<file path="config.mk">
export PLATFORM = sky130hd
export DESIGN_NAME = rtc_alarm
export DESIGN_NICKNAME = d
export VERILOG_FILES = /design/src/rtl/rtca_pkg.sv /design/src/rtl/rtca_aval.sv /design/src/rtl/rtca_match.sv /design/src/rtl/rtca_ctrl.sv /design/src/rtl/rtc_alarm.sv
export SDC_FILE = /design/constraint.sdc
export NUM_CORES = 1
export LEC_CHECK = 0
export BUFFER_PORTS_ARGS = -buffer_cell sky130_fd_sc_hd__buf_2
export CORE_MARGIN = 2
export CORE_UTILIZATION = 50
export DETAILED_ROUTE_END_ITERATION = 10
export PLACE_DENSITY = 0.75
export SYNTH_ARGS = -nofsm -noshare
export SYNTH_HDL_FRONTEND = slang
export SYNTH_SLANG_ARGS = --single-unit
export TNS_END_PERCENT = 30
</file>
<file path="constraint.sdc">
create_clock -name clk_i -period 5.1 [get_ports clk_i]
set_clock_uncertainty 0.2 [all_clocks]
set_input_delay 0.255 -clock clk_i [delete_from_list [all_inputs] [get_ports clk_i]]
set_output_delay 0.255 -clock clk_i [all_outputs]
set_load 0.02 [all_outputs]
</file>
<file path="src/rtl/rtca_pkg.sv">
package rtca_pkg;
  localparam int WDAY_W = 3;

  typedef struct packed {
    logic [7:0]        mon;
    logic [7:0]        day;
    logic [WDAY_W-1:0] wday;
    logic [7:0]        hour;
    logic [7:0]        min;
    logic [7:0]        sec;
  } rtca_time_t;

  // field requirement bits
  localparam int F_WHOLE = 0;
  localparam int F_SLO   = 1;
  localparam int F_SHI   = 2;
  localparam int F_MLO   = 3;
  localparam int F_MHI   = 4;
  localparam int F_HOUR  = 5;
  localparam int F_WDAY  = 6;
  localparam int F_DAY   = 7;
  localparam int F_MON   = 8;
  localparam int NFIELD  = 9;

  typedef enum logic [3:0] {
    IV_HALF = 4'd0, IV_SEC  = 4'd1, IV_10S = 4'd2, IV_MIN  = 4'd3,
    IV_10M  = 4'd4, IV_HOUR = 4'd5, IV_DAY = 4'd6, IV_WEEK = 4'd7,
    IV_MON  = 4'd8, IV_YEAR = 4'd9
  } rtca_iv_e;

  function automatic logic [NFIELD-1:0] field_req(input logic [3:0] code);
    logic [NFIELD-1:0] r;
    r = '0;
    if (code >= 4'd1 && code <= 4'd9) r[F_WHOLE] = 1'b1;
    if (code >= 4'd2 && code <= 4'd9) r[F_SLO]   = 1'b1;
    if (code >= 4'd3 && code <= 4'd9) r[F_SHI]   = 1'b1;
    if (code >= 4'd4 && code <= 4'd9) r[F_MLO]   = 1'b1;
    if (code >= 4'd5 && code <= 4'd9) r[F_MHI]   = 1'b1;
    if (code >= 4'd6 && code <= 4'd9) r[F_HOUR]  = 1'b1;
    if (code == 4'd7)                 r[F_WDAY]  = 1'b1;
    if (code == 4'd8 || code == 4'd9) r[F_DAY]   = 1'b1;
    if (code == 4'd9)                 r[F_MON]   = 1'b1;
    return r;
  endfunction

  function automatic logic code_valid(input logic [3:0] code);
    return code <= 4'd9;
  endfunction
endpackage

</file>
<file path="src/rtl/rtca_aval.sv">
module rtca_aval
  import rtca_pkg::*;
#(
  parameter int DATA_W = 16
) (
  input  logic              clk_i,
  input  logic              rst_ni,
  input  logic              we_i,
  input  logic [1:0]        sel_i,
  input  logic [DATA_W-1:0] data_i,
  input  logic              lock_i,
  output rtca_time_t        alarm_o
);
  rtca_time_t val_q;

  always_ff @(posedge clk_i or negedge rst_ni) begin
    if (!rst_ni) begin
      val_q <= '0;
    end else if (we_i && !lock_i) begin
      unique case (sel_i)
        2'd1: begin
          val_q.sec <= data_i[7:0];
          val_q.min <= data_i[15:8];
        end
        2'd2: begin
          val_q.hour <= data_i[7:0];
          val_q.wday <= data_i[8 +: WDAY_W];
        end
        2'd3: begin
          val_q.day <= data_i[7:0];
          val_q.mon <= data_i[15:8];
        end
        default: ;
      endcase
    end
  end

  assign alarm_o = val_q;
endmodule

</file>
<file path="src/rtl/rtca_match.sv">
module rtca_match
  import rtca_pkg::*;
(
  input  logic       [3:0] code_i,
  input  logic             half_i,
  input  rtca_time_t       cur_i,
  input  rtca_time_t       alm_i,
  output logic             hit_o
);
  logic [NFIELD-1:0] eq;
  logic [NFIELD-1:0] req;

  // per-digit compare of the seconds and minutes bytes
  localparam int NDIG = 4;
  logic [NDIG-1:0][3:0] cur_dig, alm_dig;
  assign cur_dig = {cur_i.min, cur_i.sec};
  assign alm_dig = {alm_i.min, alm_i.sec};

  for (genvar g = 0; g < NDIG; g++) begin : g_dig
    assign eq[F_SLO + g] = (cur_dig[g] == alm_dig[g]);
  end

  assign eq[F_WHOLE] = ~half_i;
  assign eq[F_HOUR]  = (cur_i.hour == alm_i.hour);
  assign eq[F_WDAY]  = (cur_i.wday == alm_i.wday);
  assign eq[F_DAY]   = (cur_i.day  == alm_i.day);
  assign eq[F_MON]   = (cur_i.mon  == alm_i.mon);

  assign req   = field_req(code_i);
  assign hit_o = code_valid(code_i) && (&(eq | ~req));
endmodule

</file>
<file path="src/rtl/rtca_ctrl.sv">
module rtca_ctrl #(
  parameter int REP_W = 8
) (
  input  logic             clk_i,
  input  logic             rst_ni,
  input  logic             cfg_we_i,
  input  logic             cfg_en_i,
  input  logic             cfg_chime_i,
  input  logic [3:0]       cfg_code_i,
  input  logic [REP_W-1:0] cfg_rpt_i,
  input  logic             hit_i,
  input  logic             tick_i,
  output logic             en_o,
  output logic [3:0]       code_o,
  output logic             irq_o,
  output logic             pulse_o
);
  localparam logic [REP_W-1:0] RPT_MAX = {REP_W{1'b1}};

  logic             en_q, chime_q, irq_q, pulse_q;
  logic [3:0]       code_q;
  logic [REP_W-1:0] rpt_q;
  logic             evt;

  assign evt = tick_i & en_q & hit_i;

  always_ff @(posedge clk_i or negedge rst_ni) begin
    if (!rst_ni) begin
      en_q    <= 1'b0;
      chime_q <= 1'b0;
      code_q  <= '0;
      rpt_q   <= '0;
    end else if (cfg_we_i) begin
      en_q    <= cfg_en_i;
      chime_q <= cfg_chime_i;
      code_q  <= cfg_code_i;
      rpt_q   <= cfg_rpt_i;
    end else if (evt) begin
      if (rpt_q == '0) begin
        if (chime_q) rpt_q <= RPT_MAX;
        else         en_q  <= 1'b0;
      end else begin
        rpt_q <= rpt_q - 1'b1;
      end
    end
  end

  always_ff @(posedge clk_i or negedge rst_ni) begin
    if (!rst_ni) begin
      irq_q   <= 1'b0;
      pulse_q <= 1'b0;
    end else begin
      irq_q <= evt;
      if (evt) pulse_q <= ~pulse_q;
    end
  end

  assign en_o    = en_q;
  assign code_o  = code_q;
  assign irq_o   = irq_q;
  assign pulse_o = pulse_q;
endmodule

</file>
<file path="src/rtl/rtc_alarm.sv">
module rtc_alarm
  import rtca_pkg::*;
#(
  parameter int REP_W  = 8,
  parameter int DATA_W = 16
) (
  input  logic              clk_i,
  input  logic              rst_ni,
  input  logic              tick_i,
  input  logic              cur_half_i,
  input  logic [7:0]        cur_sec_i,
  input  logic [7:0]        cur_min_i,
  input  logic [7:0]        cur_hour_i,
  input  logic [WDAY_W-1:0] cur_wday_i,
  input  logic [7:0]        cur_day_i,
  input  logic [7:0]        cur_mon_i,
  input  logic              wr_en_i,
  input  logic [1:0]        wr_sel_i,
  input  logic [DATA_W-1:0] wr_data_i,
  output logic              alarm_irq_o,
  output logic              alarm_pulse_o,
  output logic              alarm_en_o
);
  localparam int EN_BIT    = DATA_W - 1;
  localparam int CHIME_BIT = DATA_W - 2;

  rtca_time_t cur, alm;
  logic [3:0] code;
  logic       hit, en, cfg_we;
  logic [1:0] unused_cfg;

  assign cur        = '{mon: cur_mon_i, day: cur_day_i, wday: cur_wday_i,
                        hour: cur_hour_i, min: cur_min_i, sec: cur_sec_i};
  assign cfg_we     = wr_en_i && (wr_sel_i == 2'd0);
  assign unused_cfg = wr_data_i[13:12];

  rtca_aval #(.DATA_W(DATA_W)) u_aval (
    .clk_i  (clk_i),
    .rst_ni (rst_ni),
    .we_i   (wr_en_i),
    .sel_i  (wr_sel_i),
    .data_i (wr_data_i),
    .lock_i (en),
    .alarm_o(alm)
  );

  rtca_match u_match (
    .code_i(code),
    .half_i(cur_half_i),
    .cur_i (cur),
    .alm_i (alm),
    .hit_o (hit)
  );

  rtca_ctrl #(.REP_W(REP_W)) u_ctrl (
    .clk_i      (clk_i),
    .rst_ni     (rst_ni),
    .cfg_we_i   (cfg_we),
    .cfg_en_i   (wr_data_i[EN_BIT]),
    .cfg_chime_i(wr_data_i[CHIME_BIT]),
    .cfg_code_i (wr_data_i[11:8]),
    .cfg_rpt_i  (wr_data_i[REP_W-1:0]),
    .hit_i      (hit),
    .tick_i     (tick_i),
    .en_o       (en),
    .code_o     (code),
    .irq_o      (alarm_irq_o),
    .pulse_o    (alarm_pulse_o)
  );

  assign alarm_en_o = en;
endmodule

</file>
## Yosys cells after proc, flatten, opt, wreduce, memory -nomap -nowiden

Index checks and enable logic that the tools add are counted.

| storage, ports and cells | value |
|---|---|
| register bits after elaboration | 59 |
| input port bits | 66 |
| word-level logic and storage cells | 80 |
| output and inout bits | 3 |

| cells by class | value |
|---|---|
| $add $sub $neg | 1 |
| bitwise logic cells | 6 |
| muxes and demuxes | 17 |
| eq/ne operators | 16 |
| order comparisons | 7 |
| reduce and logical (&&, ||, !) cells | 21 |

Operator list:

| operator | count |
|---|---|
| two-way mux 8 bit | 4 |
| equality test 8 bit | 3 |
| equality test 4 bit | 4 |
| two-way mux 1 bit | 13 |
| greater-or-equal comparator 4 x 3 -> 1 bit (second input constant) | 3 |
| logical AND 1 bit | 9 |
| NOT 9 bit | 1 |
| OR 9 bit | 1 |
| AND reduction 9 bit | 1 |
| equality test 4 bit (second input constant) | 2 |
| greater-or-equal comparator 4 x 2 -> 1 bit (second input constant) | 2 |
| zero test 8 bit | 1 |
| AND reduction 2 bit | 4 |
| subtractor 8 x 1 -> 8 bit (second input constant) | 1 |
| equality test 2 bit (second input constant) | 2 |
| equality test 4 x 3 -> 1 bit (second input constant) | 1 |
| greater-or-equal comparator 4 x 1 -> 1 bit (second input constant) | 1 |
| <= comparator 4 bit (second input constant) | 1 |
| nonzero test 2 bit | 2 |
| equality test 3 bit | 1 |
| inequality test 3 x 2 -> 1 bit (second input constant) | 1 |
| AND reduction 3 bit | 1 |
| bitwise AND 1 bit | 2 |
| equality test 2 x 1 -> 1 bit (second input constant) | 1 |
| other kinds (5) | 6 |

## Logic depth before layout (Yosys ltp)

| depth | value |
|---|---|
| depth after elaboration | 10 |
| gate-level depth with buffers | 8 |
| depth with buffers taken out | 7 |

## Hierarchy

From an unflattened synthesis, not the netlist that was laid out.

| unflattened totals | value |
|---|---|
| cells, all modules | 260 |
| area, all modules | 3,141.8 um^2 |

By module, submodules not included:

| module | instances | sequential area each (um^2) | area each (um^2) | cells each |
|---|---|---|---|---|
| rtca_aval | 1 | 1,076.0 | 1,641.6 | 93 |
| rtca_ctrl | 1 | 400.4 | 908.4 | 92 |
| rtca_match | 1 | 0.0 | 579.3 | 74 |
| rtc_alarm | 1 | 0.0 | 12.5 | 1 |

## Least setup slack after synthesis

Ideal clock, no wire load.

| timing | value |
|---|---|
| path kind | reg2reg |
| start point | register u_ctrl.code_q[3], in the netlist u_ctrl.code_o[3] |
| end point | register u_ctrl.rpt_q[4] |
| required time | 4.774 ns |
| data arrival time | 1.799 ns |
| period minus slack after synthesis | 2.125 ns |
| slack | 2.975 ns |
| buffers on the path | 1 |
| setup time | 0.126 ns |
| stages on the path, launching flop included | 9 |
| cell sequence | dfrtp_1 or3b_4 o21ai_2 a211oi_2 nand4_1 nor3_4 buf_6 a31oi_1 a221o_1 |

| between the ends | value |
|---|---|
| word-level cells in the longest chain between the ends | 10 |
| elaborated cells on any way between the ends | 33 |
| those cells by class | 7 x order compare; 3 x eq/ne; 9 x mux; 3 x bitwise; 11 x reduce/logical |

Ends and longest elaborated chain:

| element | line | RTL |
|---|---|---|
| start: declaration | rtca_ctrl.sv:21 | `logic [3:0] code_q;` |
| start signal: assignment | rtca_ctrl.sv:36 | `code_q <= cfg_code_i;` |
| greater-or-equal comparator 4 x 1 -> 1 bit, or another cell as far along | rtca_pkg.sv:34 | `if (code >= 4'd1 && code <= 4'd9) r[F_WHOLE] = 1'b1;` |
| logical AND 1 bit, or another cell as far along | rtca_pkg.sv:34 |  |
| two-way mux 1 bit, or another cell as far along | rtca_pkg.sv:34 |  |
| NOT 9 bit | rtca_match.sv:30 | `assign hit_o = code_valid(code_i) && (&(eq \| ~req));` |
| OR 9 bit | rtca_match.sv:30 |  |
| AND reduction 9 bit | rtca_match.sv:30 |  |
| logical AND 1 bit * | rtca_match.sv:30 |  |
| bitwise AND 1 bit * | rtca_ctrl.sv:25 | `assign evt = tick_i & en_q & hit_i;` |
| via u_ctrl.evt | rtca_ctrl.sv:23 | `logic evt;` |
| nonzero test 2 bit (no source line) * | n/a |  |
| AND reduction 2 bit (no source line) * | n/a |  |
| end signal: assignment | rtca_ctrl.sv:37 | `rpt_q <= cfg_rpt_i;` |
| end signal: assignment | rtca_ctrl.sv:43 | `rpt_q <= rpt_q - 1'b1;` |
| end: declaration | rtca_ctrl.sv:22 | `logic [REP_W-1:0] rpt_q;` |

The timed path passes the listed nets; every way through them passes the cells marked *.
A chain may end at the register's enable or synchronous reset.

## Worst setup path after layout

| timing | value |
|---|---|
| start point | register u_aval.val_q, in the netlist u_aval.alarm_o[5] |
| end point | register u_ctrl.rpt_q[4] |

| between the ends | value |
|---|---|
| word-level cells in the longest chain between the ends | 7 |

Ends and longest elaborated chain:

| element | line | RTL |
|---|---|---|
| start: declaration | rtca_aval.sv:14 | `rtca_time_t val_q;` |
| equality test 4 bit | rtca_match.sv:20 | `assign eq[F_SLO + g] = (cur_dig[g] == alm_dig[g]);` |
| OR 9 bit | rtca_match.sv:30 |  |
| AND reduction 9 bit | rtca_match.sv:30 |  |
| logical AND 1 bit | rtca_match.sv:30 |  |
| bitwise AND 1 bit | rtca_ctrl.sv:25 |  |
| nonzero test 2 bit (no source line) | n/a |  |
| AND reduction 2 bit (no source line) | n/a |  |

Every way passes these cells.

==> results.py <==
metrics = {
    "status": {
        "status": "finished, final reports clean",
    },
    "setup_path": {
        "end_kind": "register",
        "crit_family": "compound AO/OA/AOI/OAI gates",
        "slowest_delay_ns": 0.56,
        "path_max_fanout": 15,
        "critical_path_class": "reg2reg",
        "critPathLaunchType": "register",
        "worst-path-buf-inv": 0,
        "worstRegToRegCells": 7,
        "required_ns": 5.10,
        "arrival_ns": 2.50,
        "path_depth": 7,
        "cpMaxStageDelayCell": "nor3_4",
        "crit_path_cell_trace": "xnor2_1 > a41oi_1 > o22ai_1 > nand4_1 > nor3_4 > a31oi_1 > a221o_1",
    },
    "route": {
        "wl_per_cell_um": 16.0,
        "dr.pass1.iters": 5,
        "wl_um": 6780,
        "vias": 2282,
        "final_antenna_net_count": 0,
        "route.detailed.drc": 0,
        "via_per_inst": 5.39,
        "drtIter0Drc": 126,
    },
    "final_layout": {
        "multi_input_area_mm2": 0.00157,
        "area_delta_synth_final_pct": 22.7,
        "fillers": 513,
        "final_nets": 410,
        "instances_no_fill": 423,
        "drive_gt1_frac": 0.411,
        "diodes": 0,
        "final_area_mm2": 0.00376,
        "regArea_mm2": 0.00148,
    },
    "power": {
        "p_int_mw": 1.01,
        "netSwitchingPower_uw": 423,
        "ir_drop_uv": 186,
        "power_frac_comb": 0.268,
        "switching_share": 0.294,
        "clkPwrFrac": 0.259,
        "power.density_mw_per_mm2": 382,
        "seq_power_share": 0.474,
        "power.leakage_nw": 1.65,
    },
    "global_routing": {
        "grt_pass1_wl_um": 10800,
        "grt_pass1_vias": 2254,
        "met1_usage": 0.291,
        "grtUsageTotal": 0.218,
        "grt_util_met3": 0.0457,
        "antenna_found_initial": 0,
        "met2_usage": 0.350,
        "grt-busiest-layer": "met2",
        "overflow": 0,
        "grt_max_degree": 60,
    },
    "clock_tree": {
        "cts_buffers": 9,
        "root_buffer": "clkbuf_8",
        "cts_tree": "done",
        "path_clk_slew_ns": 0.07,
        "worstSkewPairLatency_ns": 0.32,
        "h-tree-depth": 3,
        "post_cts_buffers": 0,
        "ctsResizeCount": 0,
        "cts_buffer_depth": 2,
        "cts.sinks": 59,
    },
    "sta": {
        "rsz0062_at_grt": "no",
        "finalSetupViolations": 0,
        "drv_slew": 0,
        "setup_tns_ns": 0,
        "fmax_mhz": 401,
        "fin_crit_sh": 0.488,
        "hold_viol": 0,
        "final_period_minus_worst_setup_slack_ns": 2.49,
        "timing.final.ws_setup_ns": 2.61,
        "worstMarginPinSlew_ns": 1.15,
        "relSlewSlack": 0.232,
    },
    "min_path": {
        "min_path_type": "in2reg",
        "whs_path_depth": 3,
    },
    "logic_synthesis": {
        "syn_nets": 329,
        "synth_compound_area_frac": 0.0780,
        "synth_top_area_frac": 0.482,
        "yosysTopAreaCell": "dfrtp_1",
        "synth-seq-cells": 59,
        "synth_edf_count": 0,
        "synthDistinctLibCells": 48,
        "ys_dominant_reg_cell": "dfrtp_1",
        "synth_common_cells": "dfrtp_1 (59), mux2_2 (44), xnor2_1 (43)",
        "syn_avg_cell_area_um2": 11.7,
        "syn_area_mm2": 0.00306,
        "muxShareOfSynthArea": 0.165,
        "async_flop_share": 1.00,
        "yosysMostFrequentCell": "dfrtp_1",
        "synth_fa_ha_area_frac": 0.00408,
        "synth_top_family_by_area": "multiplexers",
        "yosysSeqAreaShare": 0.482,
        "synth-xor-area-share": 0.129,
        "ys_warn_count": 0,
        "synth_cells": 262,
        "synth-simple-area-share": 0.126,
        "synth.area.top_cells": "dfrtp_1 (48%), mux2_2 (16%), xnor2_1 (12%)",
    },
    "placed_design": {
        "place_congestion": 0.814,
        "port_buffers": 68,
        "placed_cell_area_mm2": 0.00350,
        "dpl.cell_count": 398,
        "dp_hpwl_um": 4920,
        "dpl_worst_slack_ns": 2.64,
    },
    "flow_run": {
        "max_cap_violations": 0,
    },
    "floorplanning": {
        "die_h_um": 82.3,
        "ios": 69,
        "die-area_mm2": 0.00677,
        "core_area_mm2": 0.00592,
        "die_x_um": 82.3,
        "start_util": 0.518,
        "rows": 28,
    },
}
-- power by group through the flow --
stage | combinational (mW) | sequential [mW] | clock (mW)
6_report | 0.385 | 0.681 | 0.372
5_1_grt | 0.423 | 0.698 | 0.405
4_1_cts | 0.389 | 0.681 | 0.383
3_5_place_dp | 0.380 | 0.689 | 0
3_3_place_gp | 0.367 | 0.684 | 0
2_1_floorplan | 0.280 | 0.674 | 0
-- path summary, 6_finish.rpt --
path,start,to,slack (ns)
setup / recovery,u_aval.alarm_o[5]$_DFFE_PN0P_,u_ctrl.rpt_q[4]$_DFFE_PN0P_,2.61
hold / removal,wr_data_i[9],u_ctrl.code_o[1]$_DFFE_PN0P_,0.02
setup reg to reg,u_aval.alarm_o[5]$_DFFE_PN0P_,u_ctrl.rpt_q[4]$_DFFE_PN0P_,2.61
hold reg to reg,u_ctrl.pulse_o$_DFFE_PN0P_,u_ctrl.pulse_o$_DFFE_PN0P_,0.26
max in group asynchronous,rst_ni,u_ctrl.chime_q$_DFFE_PN0P_,3.80
min in group asynchronous,rst_ni,u_aval.alarm_o[33]$_DFFE_PN0P_,0.40
-- flip-flops by register name, summed over array words and instances, names as in the netlist --
name,flops
u_ctrl.en_o,1
u_ctrl.code_o,4
u_ctrl.irq_o,1
u_ctrl.chime_q,1
u_ctrl.rpt_q,8
u_ctrl.pulse_o,1
u_aval.alarm_o,43
-- final cells by class --
| class | instances | share of cell area |
|---|---|---|
| multi-input combinational | 192 | 0.417 |
| sequential | 59 | 0.393 |
| timing repair buffer | 78 | 0.116 |
| clock buffer | 14 | 0.0433 |
| tap | 75 | 0.0250 |
| inverter | 3 | 0.00300 |
| clock inverter | 2 | 0.00266 |
-- worst min-delay path, delay by kind of cell --
| kind | cells | cell delay [ns] |
|---|---|---|
| compound gates | 1 | 0.07 |
| simple gates | 1 | 0.05 |
| buf+inv | 1 | 0.13 |
-- metal layers --
layer / wire (um) / part of all wire
met5: 0 / 0
met1: 3040 / 0.45
met4: 91 / 0.013
met2: 3290 / 0.49
met3: 361 / 0.053
-- logic make-up after synthesis --
family	after synthesis
muxes	45
xor gates and xnor gates	45
AOI/OAI and AO/OA	32
adders and majority gates	1
DFF	59
buffers and inverters	11
and+or+nand+nor	69
-- per-stage QoR --
| step | util | hold WS, ns | total power [mW] |
|---|---|---|---|
| 2_1_floorplan | - | -0.241 | 0.953 |
| 3_3_place_gp | 0.591 | 0.249 | 1.05 |
| 3_5_place_dp | 0.591 | 0.250 | 1.07 |
| 4_1_cts | 0.635 | 0.0118 | 1.45 |
| 5_1_grt | 0.635 | 0.0188 | 1.53 |
| 6_report | 0.635 | 0.0167 | 1.44 |
-- repair_timing --
action	4_1_cts	5_1_grt
endpoints found under the hold margin	74	0
hold buffers	9	0
endpoints found under the setup margin	0	0
-- placed cells by master (no fill, tap or decap), types with 2 or more instances in the layout --
cell           synthesis  routed
nor2_1                 8       8
clkbuf_8               0      11
a41oi_1                2       2
nand4b_1               2       2
buf_2                  1      68
nor2_2                 2       2
a21oi_1                4       4
nor3_1                 3       3
a221o_1                4       4
nand2_1               25      25
xnor2_1               43      43
o21ai_0                6       6
and3_2                 3       3
clkinv_2               0       2
mux2_2                44      44
nor4bb_4               0       2
dfrtp_1               59      59
nand4_1               11      11
xor2_1                 2       2
dlygate4sd3_1          0       9
clkbuf_1               5       3
nor4_1                 2       2
inv_1                  3       3
a31oi_1                3       3
a31o_2                 2       2
(Power assumes the default switching activity.)
